File: src/rtl/cpu_ack_pkg.sv
package cpu_ack_pkg;

    typedef enum logic [1:0] {
        S_IDLE    = 2'd0,
        S_RDRESP  = 2'd1,
        S_EOI_CHK = 2'd2
    } ack_state_e;

    localparam logic [7:0] OFF_TPR = 8'h80;
    localparam logic [7:0] OFF_WHO = 8'h90;
    localparam logic [7:0] OFF_ACK = 8'hA0;
    localparam logic [7:0] OFF_EOI = 8'hB0;

endpackage

File: src/rtl/prio_pick.sv
module prio_pick #(
    parameter int NUM_SRC = 64,
    parameter int PRIO_W  = 4,
    localparam int IDX_W  = (NUM_SRC > 1) ? $clog2(NUM_SRC) : 1
) (
    input  logic [NUM_SRC-1:0]        members,
    input  logic [NUM_SRC*PRIO_W-1:0] prio_flat,
    output logic                      found,
    output logic [IDX_W-1:0]          idx,
    output logic [PRIO_W-1:0]         prio
);
    // Strictly-greater replacement keeps the lowest index on ties.
    always_comb begin
        found = 1'b0;
        idx   = '0;
        prio  = '0;
        for (int i = 0; i < NUM_SRC; i++) begin
            if (members[i] && (!found || prio_flat[i*PRIO_W +: PRIO_W] > prio)) begin
                found = 1'b1;
                idx   = IDX_W'(i);
                prio  = prio_flat[i*PRIO_W +: PRIO_W];
            end
        end
    end
endmodule

File: src/rtl/raise_gate.sv
module raise_gate #(
    parameter int NUM_SRC = 64,
    parameter int PRIO_W  = 4
) (
    input  logic [NUM_SRC-1:0]        raise_req,
    input  logic [NUM_SRC*PRIO_W-1:0] prio_flat,
    input  logic [PRIO_W-1:0]         task_prio,
    input  logic [NUM_SRC-1:0]        raised,
    input  logic                      raised_found,
    input  logic [PRIO_W-1:0]         raised_prio,
    output logic [NUM_SRC-1:0]        accept,
    output logic                      wake
);
    always_comb begin
        accept = '0;
        wake   = 1'b0;
        for (int i = 0; i < NUM_SRC; i++) begin
            if (raise_req[i] && !raised[i] &&
                prio_flat[i*PRIO_W +: PRIO_W] > task_prio) begin
                accept[i] = 1'b1;
                if (!raised_found || prio_flat[i*PRIO_W +: PRIO_W] > raised_prio) begin
                    wake = 1'b1;
                end
            end
        end
    end
endmodule

File: src/rtl/cpu_ack_unit.sv
module cpu_ack_unit
    import cpu_ack_pkg::*;
#(
    parameter int NUM_SRC = 64,
    parameter int PRIO_W  = 4,
    parameter int ADDR_W  = 12,
    parameter int CPU_ID  = 0
) (
    input  logic                      clk,
    input  logic                      rst_n,
    input  logic [NUM_SRC-1:0]        raise_req,
    input  logic [NUM_SRC*PRIO_W-1:0] src_prio,
    input  logic [NUM_SRC*8-1:0]      src_vec,
    input  logic [NUM_SRC-1:0]        src_level,
    input  logic [NUM_SRC-1:0]        src_active,
    input  logic [31:0]               spur_reg,
    input  logic                      bus_rd,
    input  logic                      bus_wr,
    input  logic [ADDR_W-1:0]         bus_addr,
    input  logic [31:0]               bus_wdata,
    output logic                      rd_valid,
    output logic [31:0]               rd_data,
    output logic [NUM_SRC-1:0]        clr_active,
    output logic [NUM_SRC-1:0]        clr_pending,
    output logic                      cpu_irq
);
    localparam int IDX_W = (NUM_SRC > 1) ? $clog2(NUM_SRC) : 1;
    localparam logic [ADDR_W-1:0] A_TPR = ADDR_W'(OFF_TPR);
    localparam logic [ADDR_W-1:0] A_WHO = ADDR_W'(OFF_WHO);
    localparam logic [ADDR_W-1:0] A_ACK = ADDR_W'(OFF_ACK);
    localparam logic [ADDR_W-1:0] A_EOI = ADDR_W'(OFF_EOI);

    ack_state_e state_q, state_d;

    logic [NUM_SRC-1:0] raised_q, raised_d;
    logic [NUM_SRC-1:0] svc_q, svc_d;
    logic [PRIO_W-1:0]  tpr_q, tpr_d;
    logic               irq_q, irq_d;
    logic [31:0]        rdata_q, rdata_d;
    logic [NUM_SRC-1:0] clra_q, clra_d, clrp_q, clrp_d;

    logic               r_found, s_found;
    logic [IDX_W-1:0]   r_idx, s_idx;
    logic [PRIO_W-1:0]  r_prio, s_prio;
    logic [NUM_SRC-1:0] accept;
    logic               wake;
    logic               aligned, ack_rd, eoi_wr, tpr_wr, win_ok;

    wire unused_wdata = ^bus_wdata[31:PRIO_W];

    prio_pick #(.NUM_SRC(NUM_SRC), .PRIO_W(PRIO_W)) u_pick_raised (
        .members   (raised_q),
        .prio_flat (src_prio),
        .found     (r_found),
        .idx       (r_idx),
        .prio      (r_prio)
    );

    prio_pick #(.NUM_SRC(NUM_SRC), .PRIO_W(PRIO_W)) u_pick_svc (
        .members   (svc_q),
        .prio_flat (src_prio),
        .found     (s_found),
        .idx       (s_idx),
        .prio      (s_prio)
    );

    raise_gate #(.NUM_SRC(NUM_SRC), .PRIO_W(PRIO_W)) u_gate (
        .raise_req    (raise_req),
        .prio_flat    (src_prio),
        .task_prio    (tpr_q),
        .raised       (raised_q),
        .raised_found (r_found),
        .raised_prio  (r_prio),
        .accept       (accept),
        .wake         (wake)
    );

    // Address decode
    always_comb begin
        aligned = (bus_addr[3:0] == 4'h0);
        ack_rd  = bus_rd && (bus_addr == A_ACK);
        eoi_wr  = bus_wr && (bus_addr == A_EOI);
        tpr_wr  = bus_wr && (bus_addr == A_TPR);
        win_ok  = src_active[r_idx] && (r_prio > tpr_q);
    end

    // State register
    always_ff @(posedge clk) begin
        if (!rst_n) begin
            state_q <= S_IDLE;
        end else begin
            state_q <= state_d;
        end
    end

    // Next-state logic: every state accepts a new request
    always_comb begin
        state_d = S_IDLE;
        unique case (state_q)
            S_IDLE, S_RDRESP, S_EOI_CHK: begin
                if (bus_rd) begin
                    state_d = S_RDRESP;
                end else if (eoi_wr) begin
                    state_d = S_EOI_CHK;
                end else begin
                    state_d = S_IDLE;
                end
            end
            default: state_d = S_IDLE;
        endcase
    end

    // Datapath next values
    always_comb begin
        raised_d = raised_q | accept;
        svc_d    = svc_q;
        tpr_d    = tpr_q;
        clra_d   = '0;
        clrp_d   = '0;
        irq_d    = irq_q;
        rdata_d  = rdata_q;

        if (tpr_wr) begin
            tpr_d = bus_wdata[PRIO_W-1:0];
        end

        if (bus_rd) begin
            rdata_d = 32'hFFFF_FFFF;
            if (aligned) begin
                unique case (bus_addr)
                    A_TPR:   rdata_d = 32'(tpr_q);
                    A_WHO:   rdata_d = 32'(CPU_ID);
                    A_EOI:   rdata_d = 32'h0;
                    A_ACK: begin
                        if (!r_found) begin
                            rdata_d = spur_reg;
                        end else if (!win_ok) begin
                            rdata_d = {24'h0, spur_reg[7:0]};
                        end else begin
                            rdata_d = {24'h0, src_vec[r_idx*8 +: 8]};
                        end
                    end
                    default: rdata_d = 32'hFFFF_FFFF;
                endcase
            end
        end

        if (ack_rd && r_found) begin
            raised_d[r_idx] = 1'b0;
            if (!win_ok) begin
                clra_d[r_idx] = 1'b1;
            end else begin
                svc_d[r_idx] = 1'b1;
            end
            if (!src_level[r_idx]) begin
                clra_d[r_idx] = 1'b1;
                clrp_d[r_idx] = 1'b1;
            end
        end

        if (eoi_wr && s_found) begin
            svc_d[s_idx] = 1'b0;
        end

        if (state_q == S_EOI_CHK && r_found && (!s_found || r_prio > s_prio)) begin
            irq_d = 1'b1;
        end
        if (ack_rd) begin
            irq_d = 1'b0;
        end
        if (wake) begin
            irq_d = 1'b1;
        end
    end

    always_ff @(posedge clk) begin
        if (!rst_n) begin
            raised_q <= '0;
            svc_q    <= '0;
            tpr_q    <= '1;
            irq_q    <= 1'b0;
            rdata_q  <= '0;
            clra_q   <= '0;
            clrp_q   <= '0;
        end else begin
            raised_q <= raised_d;
            svc_q    <= svc_d;
            tpr_q    <= tpr_d;
            irq_q    <= irq_d;
            rdata_q  <= rdata_d;
            clra_q   <= clra_d;
            clrp_q   <= clrp_d;
        end
    end

    // Outputs
    always_comb begin
        rd_valid    = (state_q == S_RDRESP);
        rd_data     = rdata_q;
        clr_active  = clra_q;
        clr_pending = clrp_q;
        cpu_irq     = irq_q;
    end

endmodule

File: config.mk
export PLATFORM = sky130hd
export DESIGN_NAME = cpu_ack_unit
export DESIGN_NICKNAME = d
export VERILOG_FILES = /design/src/rtl/cpu_ack_pkg.sv /design/src/rtl/prio_pick.sv /design/src/rtl/raise_gate.sv /design/src/rtl/cpu_ack_unit.sv
export SDC_FILE = /design/constraint.sdc
export NUM_CORES = 2
export LEC_CHECK = 0
export BUFFER_PORTS_ARGS = -buffer_cell sky130_fd_sc_hd__buf_2
export CORE_AREA = 2 2 471 473
export DETAILED_ROUTE_END_ITERATION = 12
export DIE_AREA = 0 0 473 475
export GPL_ROUTABILITY_DRIVEN = 0
export PLACE_DENSITY = 0.44
export SYNTH_ARGS = -nofsm -noshare
export SYNTH_HDL_FRONTEND = slang
export SYNTH_SLANG_ARGS = --single-unit
File: constraint.sdc
create_clock -name clk -period 236.5 [get_ports clk]
set_clock_uncertainty 0.2 [all_clocks]
set_input_delay 11.825 -clock clk [delete_from_list [all_inputs] [get_ports clk]]
set_output_delay 11.825 -clock clk [all_outputs]
set_load 0.05 [all_outputs]
; ---- Yosys cells after proc, flatten, opt, wreduce, memory -nomap -nowiden
; Index checks and enable logic that the tools add are counted.
[word_totals]
elab_cells = 1540
output_inout_bits = 162
ff_bits = 295
input_bits = 1040
[classes]
n_eq_ne = 6
order_cmp = 260
n_mux = 598
shift = 1
bitwise = 10
n_reduce_logical = 656
[op_table]
columns = op, count
row1 = greater-than comparator 4 bit, 256
row2 = 2-to-1 mux 4 bit, 144
row3 = variable part select 512 x 10 -> 8 bit, 1
row4 = 2-to-1 mux 64 bit, 7
row5 = 2-to-1 mux 6 bit, 64
row6 = 2-to-1 mux 1 bit, 330
row7 = logical AND 1 bit, 264
row8 = logical NOT 1 bit, 192
row9 = bitwise OR 64 bit, 3
row10 = logical OR 1 bit, 191
row11 = 2-to-1 mux 5 bit, 32
row12 = AND 64 bit, 2
row13 = inverter 64 bit, 2
row14 = case mux 32 bit (3 select lines), 1
row15 = 2-to-1 mux 32 bit, 2
row16 = "equality test 12 x 8 -> 1 bit, second input constant", 4
row17 = 2-to-1 mux 3 bit, 8
row18 = "less-than comparator 6 x 7 -> 1 bit, second input constant", 2
row19 = binary-select mux 1 bit (select 6 bit), 2
row20 = demux 1 bit (select 6 bit), 2
row21 = ">= comparator 6 x 1 -> 1 bit, second input constant", 2
row22 = 2-to-1 mux 2 bit, 5
row23 = OR reduction 3 bit, 3
row24 = 2-to-1 mux 8 bit, 1
row25 = other kinds (8), 11

; ---- Depth between registers and ports, before layout
[logic_depth]
word_depth = 384
ltp_mapped = 647
ltp_nobuf = 621

; ---- Hierarchy
; From an unflattened synthesis, not the netlist that was laid out.
[hier_totals]
cells_unflattened = 7561
hier_area_um2 = 55617.1
[modules_own_cells]
columns = mod, area_per_inst_um2, cells_per_inst, seq_area_each_um2, n_inst
row1 = prio_pick, 14642.8, 2230, 0.0, 2
row2 = cpu_ack_unit, 14617.8, 1674, 5905.7, 1
row3 = raise_gate, 11713.7, 1427, 0.0, 1

; ---- Least setup slack after synthesis
; Ideal clock, no wire load.
[synth_timing]
path_type = input to register
startpoint = in src_prio[3]
endpoint = reg irq_q, in the netlist cpu_irq
arrival_time_ns = 112.054
setup_time_ns = 0.115
slack_ns = 124.132
path_buffers = 14
required_time_ns = 236.185
stages = 509
path_cell_list = nand2_1 ha_1 a211oi_1 a21o_1 mux2i_1 inv_1 ha_1 nor2b_1 o211ai_1 a21oi_1 o21ai_0 ha_1 a211oi_1 a21oi_2 a311oi_2 nor2_1 ha_1 o21ai_0 (+473 left out) a21oi_1 nand2_1 a21oi_1 o21ai_0 nor2_1 o21ai_1 o21ai_1 clkbuf_1 o21a_1 ha_1 a21oi_1 a21oi_1 maj3_1 a22o_1 a221oi_1 nand4_1 or4_1 o21a_1
[synth_via]
elab_chain_cells = 384
word_cells_on_any_way = 1022
classes_between = 192 x order compare / 383 x mux / 447 x reduce/logical
[synth_rtl]
columns = item, line
row1 = from (decl), cpu_ack_unit.sv:12  ; input logic [NUM_SRC*PRIO_W-1:0] src_prio,
row2 = 2-to-1 mux 4 bit, prio_pick.sv:18  ; if (members[i] && (!found || prio_flat[i*PRIO_W +: PRIO_W] > prio)) begin
row3 = greater-than comparator 4 bit, prio_pick.sv:18
row4 = logical OR 1 bit, prio_pick.sv:18
row5 = logical AND 1 bit, prio_pick.sv:18
row6 = 2-to-1 mux 4 bit or 2-to-1 mux 1 bit (tied branches), prio_pick.sv:18
row7 = greater-than comparator 4 bit or logical NOT 1 bit (tied branches), prio_pick.sv:18
row8 = logical OR 1 bit, prio_pick.sv:18
row9 = logical AND 1 bit, prio_pick.sv:18
row10 = (+368 left out), n/a
row11 = 2-to-1 mux 1 bit, raise_gate.sv:18  ; if (raise_req[i] && !raised[i] &&
row12 = 2-to-1 mux 1 bit, raise_gate.sv:21  ; if (!raised_found || prio_flat[i*PRIO_W +: PRIO_W] > raised_prio) begin
row13 = 2-to-1 mux 1 bit, raise_gate.sv:18
row14 = 2-to-1 mux 1 bit, raise_gate.sv:21
row15 = 2-to-1 mux 1 bit, raise_gate.sv:18
row16 = 2-to-1 mux 1 bit, raise_gate.sv:21
row17 = 2-to-1 mux 1 bit, raise_gate.sv:18
row18 = nonzero test 3 bit (no line) or 2-to-1 mux 1 bit (tied branches), n/a
row19 = to (signal assigned), cpu_ack_unit.sv:189  ; irq_q <= irq_d;
row20 = to (decl), cpu_ack_unit.sv:38  ; logic irq_q, irq_d;
; Several ways; a longest one is shown, not always the timed one.
; A chain may end at the register's enable or synchronous reset.

; ---- Final worst setup path
[layout_timing]
startpoint = in src_prio[0]
endpoint = reg clra_q[40], in the netlist clr_active[40]
[layout_via]
elab_chain_cells = 261
word_cells_on_any_way = 458
classes_between = 66 x order compare / 199 x mux / 1 x bitwise / 192 x reduce/logical
[layout_rtl]
columns = item, line
row1 = 2-to-1 mux 4 bit *, prio_pick.sv:18
row2 = greater-than comparator 4 bit, prio_pick.sv:18
row3 = logical OR 1 bit, prio_pick.sv:18
row4 = logical AND 1 bit, prio_pick.sv:18
row5 = 2-to-1 mux 4 bit or 2-to-1 mux 1 bit (tied branches), prio_pick.sv:18
row6 = greater-than comparator 4 bit or logical NOT 1 bit (tied branches), prio_pick.sv:18
row7 = logical OR 1 bit, prio_pick.sv:18
row8 = logical AND 1 bit, prio_pick.sv:18
row9 = (+245 left out), n/a
row10 = less-than comparator 6 x 7 -> 1 bit (not written as such) or >= comparator 6 x 1 -> 1 bit (tied branches), "cpu_ack_unit.sv:151, cpu_ack_unit.sv:156"
row11 = logical AND 1 bit (not written as such), "cpu_ack_unit.sv:151, cpu_ack_unit.sv:156"
row12 = 2-to-1 mux 1 bit (not written as such), "cpu_ack_unit.sv:151, cpu_ack_unit.sv:156"
row13 = demux 1 bit (select 6 bit), "cpu_ack_unit.sv:151, cpu_ack_unit.sv:156"
row14 = 2-to-1 mux 64 bit, cpu_ack_unit.sv:150  ; if (!win_ok) begin
row15 = 2-to-1 mux 64 bit, cpu_ack_unit.sv:148  ; if (ack_rd && r_found) begin
row16 = bitwise OR 64 bit (no line), n/a
row17 = 2-to-1 mux 64 bit, cpu_ack_unit.sv:155  ; if (!src_level[r_idx]) begin
row18 = to (signal assigned), cpu_ack_unit.sv:191  ; clra_q <= clra_d;
row19 = to (decl), cpu_ack_unit.sv:40  ; logic [NUM_SRC-1:0] clra_q, clra_d, clrp_q, clrp_d;
; Every way passes the cells marked *; elsewhere a longest branch is shown, timed or not. The select of a mux whose other input is x is not followed.

==> flow_summary.html <==
<table>
<tr><th>Metric</th><th>Value</th></tr>
<tr><th colspan="2">Hold path</th></tr>
<tr><td>Kind of path behind the tightest hold check</td><td>reg -&gt; reg</td></tr>
<tr><td>Worst hold path cell count</td><td>2</td></tr>
<tr><td>Min-Delay Endpoint</td><td>rd_data[30]$_SDFFE_PN0P_</td></tr>
<tr><td>Hold Startpoint</td><td>rd_data[30]$_SDFFE_PN0P_</td></tr>
<tr><th colspan="2">Drt</th></tr>
<tr><td>Via count</td><td>approximately 63,000</td></tr>
<tr><td>Drt pass-1 iters</td><td>6</td></tr>
<tr><td>Number of remaining DRC errors</td><td>0</td></tr>
<tr><td>Number of vias per cell</td><td>5.76</td></tr>
<tr><td>Average wire length per cell after detail routing</td><td>approximately 34 µm</td></tr>
<tr><td>Overall routed net length</td><td>roughly 370 mm</td></tr>
<tr><td>First DRT Iteration DRCs</td><td>about 6,200</td></tr>
<tr><td>Post-route ant nets</td><td>0</td></tr>
<tr><th colspan="2">Critical path</th></tr>
<tr><td>Register-to-register path setup slack</td><td>112.59 ns</td></tr>
<tr><td>Data required time of the critical path</td><td>236.76 ns</td></tr>
<tr><td>Cell with the largest stage delay on the worst path</td><td>o31ai_1</td></tr>
<tr><td>Capture point of the worst reg-to-reg path</td><td>clr_active[40]$_SDFF_PN0_</td></tr>
<tr><td>Critical Path Fanout Max</td><td>36</td></tr>
<tr><td>Maximum cell stage delay along the critical path</td><td>between 1 and 1.5 ns</td></tr>
<tr><td>Data arrival time at the worst-slack endpoint</td><td>around 130 ns</td></tr>
<tr><td>Critical Path Sink Type</td><td>flop</td></tr>
<tr><td>Category of the most critical setup path</td><td>in -&gt; reg</td></tr>
<tr><td>Worst reg2reg startpoint</td><td>raised_q[0]$_SDFF_PN0_</td></tr>
<tr><td>Startpoint class of the critical path</td><td>input port</td></tr>
<tr><td>Most used cell, CP</td><td>a21oi_1</td></tr>
<tr><td>Worst reg-to-reg path cell count</td><td>roughly 510</td></tr>
<tr><th colspan="2">Global route</th></tr>
<tr><td>Aggregate global routing overflow</td><td>0</td></tr>
<tr><td>Pin count of the biggest net entering global routing</td><td>73</td></tr>
<tr><td>GRT Overall Usage</td><td>31.8%</td></tr>
<tr><td>Wire length of the first global-routing pass</td><td>~500 mm</td></tr>
<tr><td>Initial antenna violation count</td><td>approximately 160</td></tr>
<tr><td>Number of global-route vias before repair</td><td>between 50,000 and 60,000</td></tr>
<tr><th colspan="2">Clock network</th></tr>
<tr><td>Hold bufs inserted after CTS</td><td>0</td></tr>
<tr><td>Number of instances resized during post-cts repair</td><td>0</td></tr>
<tr><td>Sinks on Clock Net</td><td>295</td></tr>
<tr><td>CTS tree</td><td>yes</td></tr>
<tr><td>H-tree levels</td><td>2</td></tr>
<tr><td>Total clock buffers created by CTS</td><td>45</td></tr>
<tr><td>Clock tree buffer depth</td><td>3</td></tr>
<tr><td>Latest clock arrival within the worst-skew pair</td><td>0.69 ns</td></tr>
<tr><td>Clock root cell</td><td>clkbuf_16</td></tr>
<tr><td>Clk slew on worst S/H paths</td><td>about 0.070 ns</td></tr>
<tr><td>Number of post-CTS setup repair buffers</td><td>0</td></tr>
<tr><th colspan="2">Power and ir drop</th></tr>
<tr><td>Power density normalized to cell area</td><td>around 11 mW/mm²</td></tr>
<tr><td>Total power of the final layout</td><td>between 0.6 and 0.7 mW</td></tr>
<tr><td>Highest ir drop seen on vdd</td><td>0.0172 mV</td></tr>
<tr><td>Leakage</td><td>around 29 nW</td></tr>
<tr><th colspan="2">Placed design</th></tr>
<tr><td>Count of port buffers added during placement</td><td>between 1,000 and 1,500</td></tr>
<tr><td>Number of cells after detailed placement</td><td>~11,000</td></tr>
<tr><td>Dpl hpwl</td><td>about 310 mm</td></tr>
<tr><td>Post-detailed-placement cell area</td><td>around 0.061 mm²</td></tr>
<tr><th colspan="2">Synthesis</th></tr>
<tr><td>Warnings from Yosys</td><td>0</td></tr>
<tr><td>Number of nets produced by synthesis</td><td>8,822</td></tr>
<tr><td>Post-synth ARST share</td><td>0%</td></tr>
<tr><td>Part of the Yosys area used for sequential elements</td><td>about 12%</td></tr>
<tr><td>Post-synth EDFFs</td><td>0</td></tr>
<tr><td>Leading register cell type out of synthesis</td><td>dfxtp_1</td></tr>
<tr><td>Synth Register Bits</td><td>295</td></tr>
<tr><td>Post-synth cell types</td><td>123</td></tr>
<tr><td>Count of mapped cells out of synthesis</td><td>roughly 7,000</td></tr>
<tr><td>Synth top area cells</td><td>ha_1 (22%), dfxtp_1 (12%), a21oi_1 (5.1%), o21ai_0 (4.9%), nand2_1 (3.9%)</td></tr>
<tr><td>Post-synthesis average cell area</td><td>7.39 µm²</td></tr>
<tr><td>Top cell type's share of synthesized area</td><td>roughly 22%</td></tr>
<tr><td>Most area-hungry cell type in the Yosys netlist</td><td>ha_1</td></tr>
<tr><td>Cell area after technology mapping</td><td>slightly above 0.05 mm²</td></tr>
<tr><th colspan="2">Floorplan</th></tr>
<tr><td>Core area</td><td>~0.22 mm²</td></tr>
<tr><td>Die footprint</td><td>0.225 mm²</td></tr>
<tr><td>Cell row count</td><td>172</td></tr>
<tr><td>Starting utilization of the core area</td><td>between 20% and 30%</td></tr>
<tr><td># IOs</td><td>1,202</td></tr>
<tr><td>Die X-Extent</td><td>~470 µm</td></tr>
<tr><td>Die extent in y</td><td>between 400 and 500 µm</td></tr>
<tr><th colspan="2">STA</th></tr>
<tr><td>FMAX</td><td>between 7 and 8 MHz</td></tr>
<tr><td>Final count of negative-setup-slack endpoints</td><td>0</td></tr>
<tr><td>Total negative slack for setup checks</td><td>0 ns</td></tr>
<tr><td>Slew at the pin closest to its max-slew limit</td><td>between 1 and 1.5 ns</td></tr>
<tr><td>Fin. Hold Viols</td><td>0</td></tr>
<tr><td>Post-route fraction of the period consumed by the critical path</td><td>56.9%</td></tr>
<tr><td>Worst slack on hold paths</td><td>0.298 ns</td></tr>
<tr><td>Final critical delay including setup and external delays</td><td>134.60 ns</td></tr>
<tr><td>Setup repair after global routing missed its margin</td><td>false</td></tr>
<tr><td>Slew Limit Headroom</td><td>12.7%</td></tr>
<tr><td>Max-slew violation total from the final report</td><td>0</td></tr>
<tr><th colspan="2">Finish</th></tr>
<tr><td>Layout area overhead</td><td>23.3%</td></tr>
<tr><td>Count of nets after finishing</td><td>9,936</td></tr>
<tr><td>Non-Filler Cell Area, Final</td><td>about 0.063 mm²</td></tr>
<tr><td>Fraction of final layout cells with drive strength greater than 1</td><td>a little over a fifth</td></tr>
<tr><td>Cell Count, Final, Fillers Out</td><td>~11,000</td></tr>
<tr><th colspan="2">Run status</th></tr>
<tr><td>Result of the run</td><td>complete, no violations</td></tr>
<tr><th colspan="2">Job</th></tr>
<tr><td>Number of max-cap violations</td><td>0</td></tr>
</table>
## through the flow
stage	utilization, %	setup WS [ns]
after floorplan	-	124.13
after global placement	27.7	104.77
after detailed placement	27.7	104.00
after CTS	28.5	104.19
after global routing	28.6	91.96
final	28.6	101.90
## cells in the mapped netlist (57+ instances only)
cell	n
a21o_1	82
a21oi_1	520
a31oi_1	99
and2_1	73
buf_2	70
clkbuf_1	145
dfxtp_1	295
ha_1	900
inv_1	446
mux2_2	95
mux2i_1	79
nand2_1	524
nand2b_1	156
nand3_1	168
nand4_1	108
nor2_1	524
nor2b_1	207
nor3_1	179
o211ai_1	67
o21a_1	141
o21ai_0	501
o221ai_1	57
o22ai_1	215
o31ai_1	69
or2_2	58
## cell families after synthesis
family	count (synthesis)	synth area share (%)
compound gates	2481	33.1
simple gates	2246	22.5
fa+ha+maj	942	23.0
buf+inv	711	5.57
flops	295	11.6
mux	176	3.71
xor+xnor	31	0.534
## registers in the layout, summed over array words and instances, names as in the netlist
register,flops
rd_data,32
state_q,2
clr_active,64
cpu_irq,1
raised_q,64
clr_pending,64
tpr_q,4
svc_q,64
## how the worst max path moves through the flow
stage | end | slack [ns] | from | depth (start not counted)
2_1_floorplan | cpu_irq$_SDFFE_PN0P_ | 124.13 | src_prio[3] | 509
3_3_place_gp | clr_active[40]$_SDFF_PN0_ | 104.77 | src_prio[3] | 509
3_5_place_dp | clr_active[40]$_SDFF_PN0_ | 104.00 | src_prio[0] | 509
4_1_cts | clr_active[40]$_SDFF_PN0_ | 104.19 | src_prio[0] | 509
5_1_grt | clr_active[40]$_SDFF_PN0_ | 91.96 | src_prio[0] | 515
6_report | clr_active[40]$_SDFF_PN0_ | 101.90 | src_prio[0] | 512
## placed cells by master (no fill, tap or decap), types with 73 or more instances in the layout
cell type / count
buf_2: 1172
ha_1: 900
nand2_1: 521
a21oi_1: 518
nor2_1: 512
o21ai_0: 501
inv_1: 443
dfxtp_1: 294
o22ai_1: 214
nor2b_1: 205
nor3_1: 176
nand3_1: 163
buf_4: 156
nand2b_1: 155
o21a_1: 138
nand4_1: 108
a31oi_1: 98
diode_2: 96
mux2_2: 95
a21o_1: 81
mux2i_1: 79
and2_1: 73
## layout make-up
cell class,instances,area [µm²]
flip-flops and latches,295,5910
well taps,2871,3590
clock buffers,55,1230
diodes,96,240
fillers,24100,156000
clock inverters,28,470
inverters,447,1680
repair buffers,1331,7100
multi-input cells,5876,42500
## critical path: cells and delay by family
| kind | cells | cell delay, ns |
|---|---|---|
| mux | 19 | 6.45 |
| fa+ha+maj | 71 | 21.80 |
| buf+inv | 39 | 6.30 |
| compound gates | 285 | 71.23 |
| simple gates | 98 | 16.92 |
## power by group
part,switching [mW],leakage (nW),internal [mW]
clock network,0.0336,0.833,0.0486
registers,0.00108,2.39,0.0504
logic,0.384,25.5,0.161
total,0.418,28.7,0.260
## routing by layer
| layer | global-route usage, % | part of all wire (%) |
|---|---|---|
| met5 | 0 | 0.11 |
| met4 | 18.1 | 6.3 |
| met3 | 6.79 | 7.4 |
| met2 | 52.3 | 46 |
| met1 | 38.2 | 40 |
(Power assumes the default switching activity.)
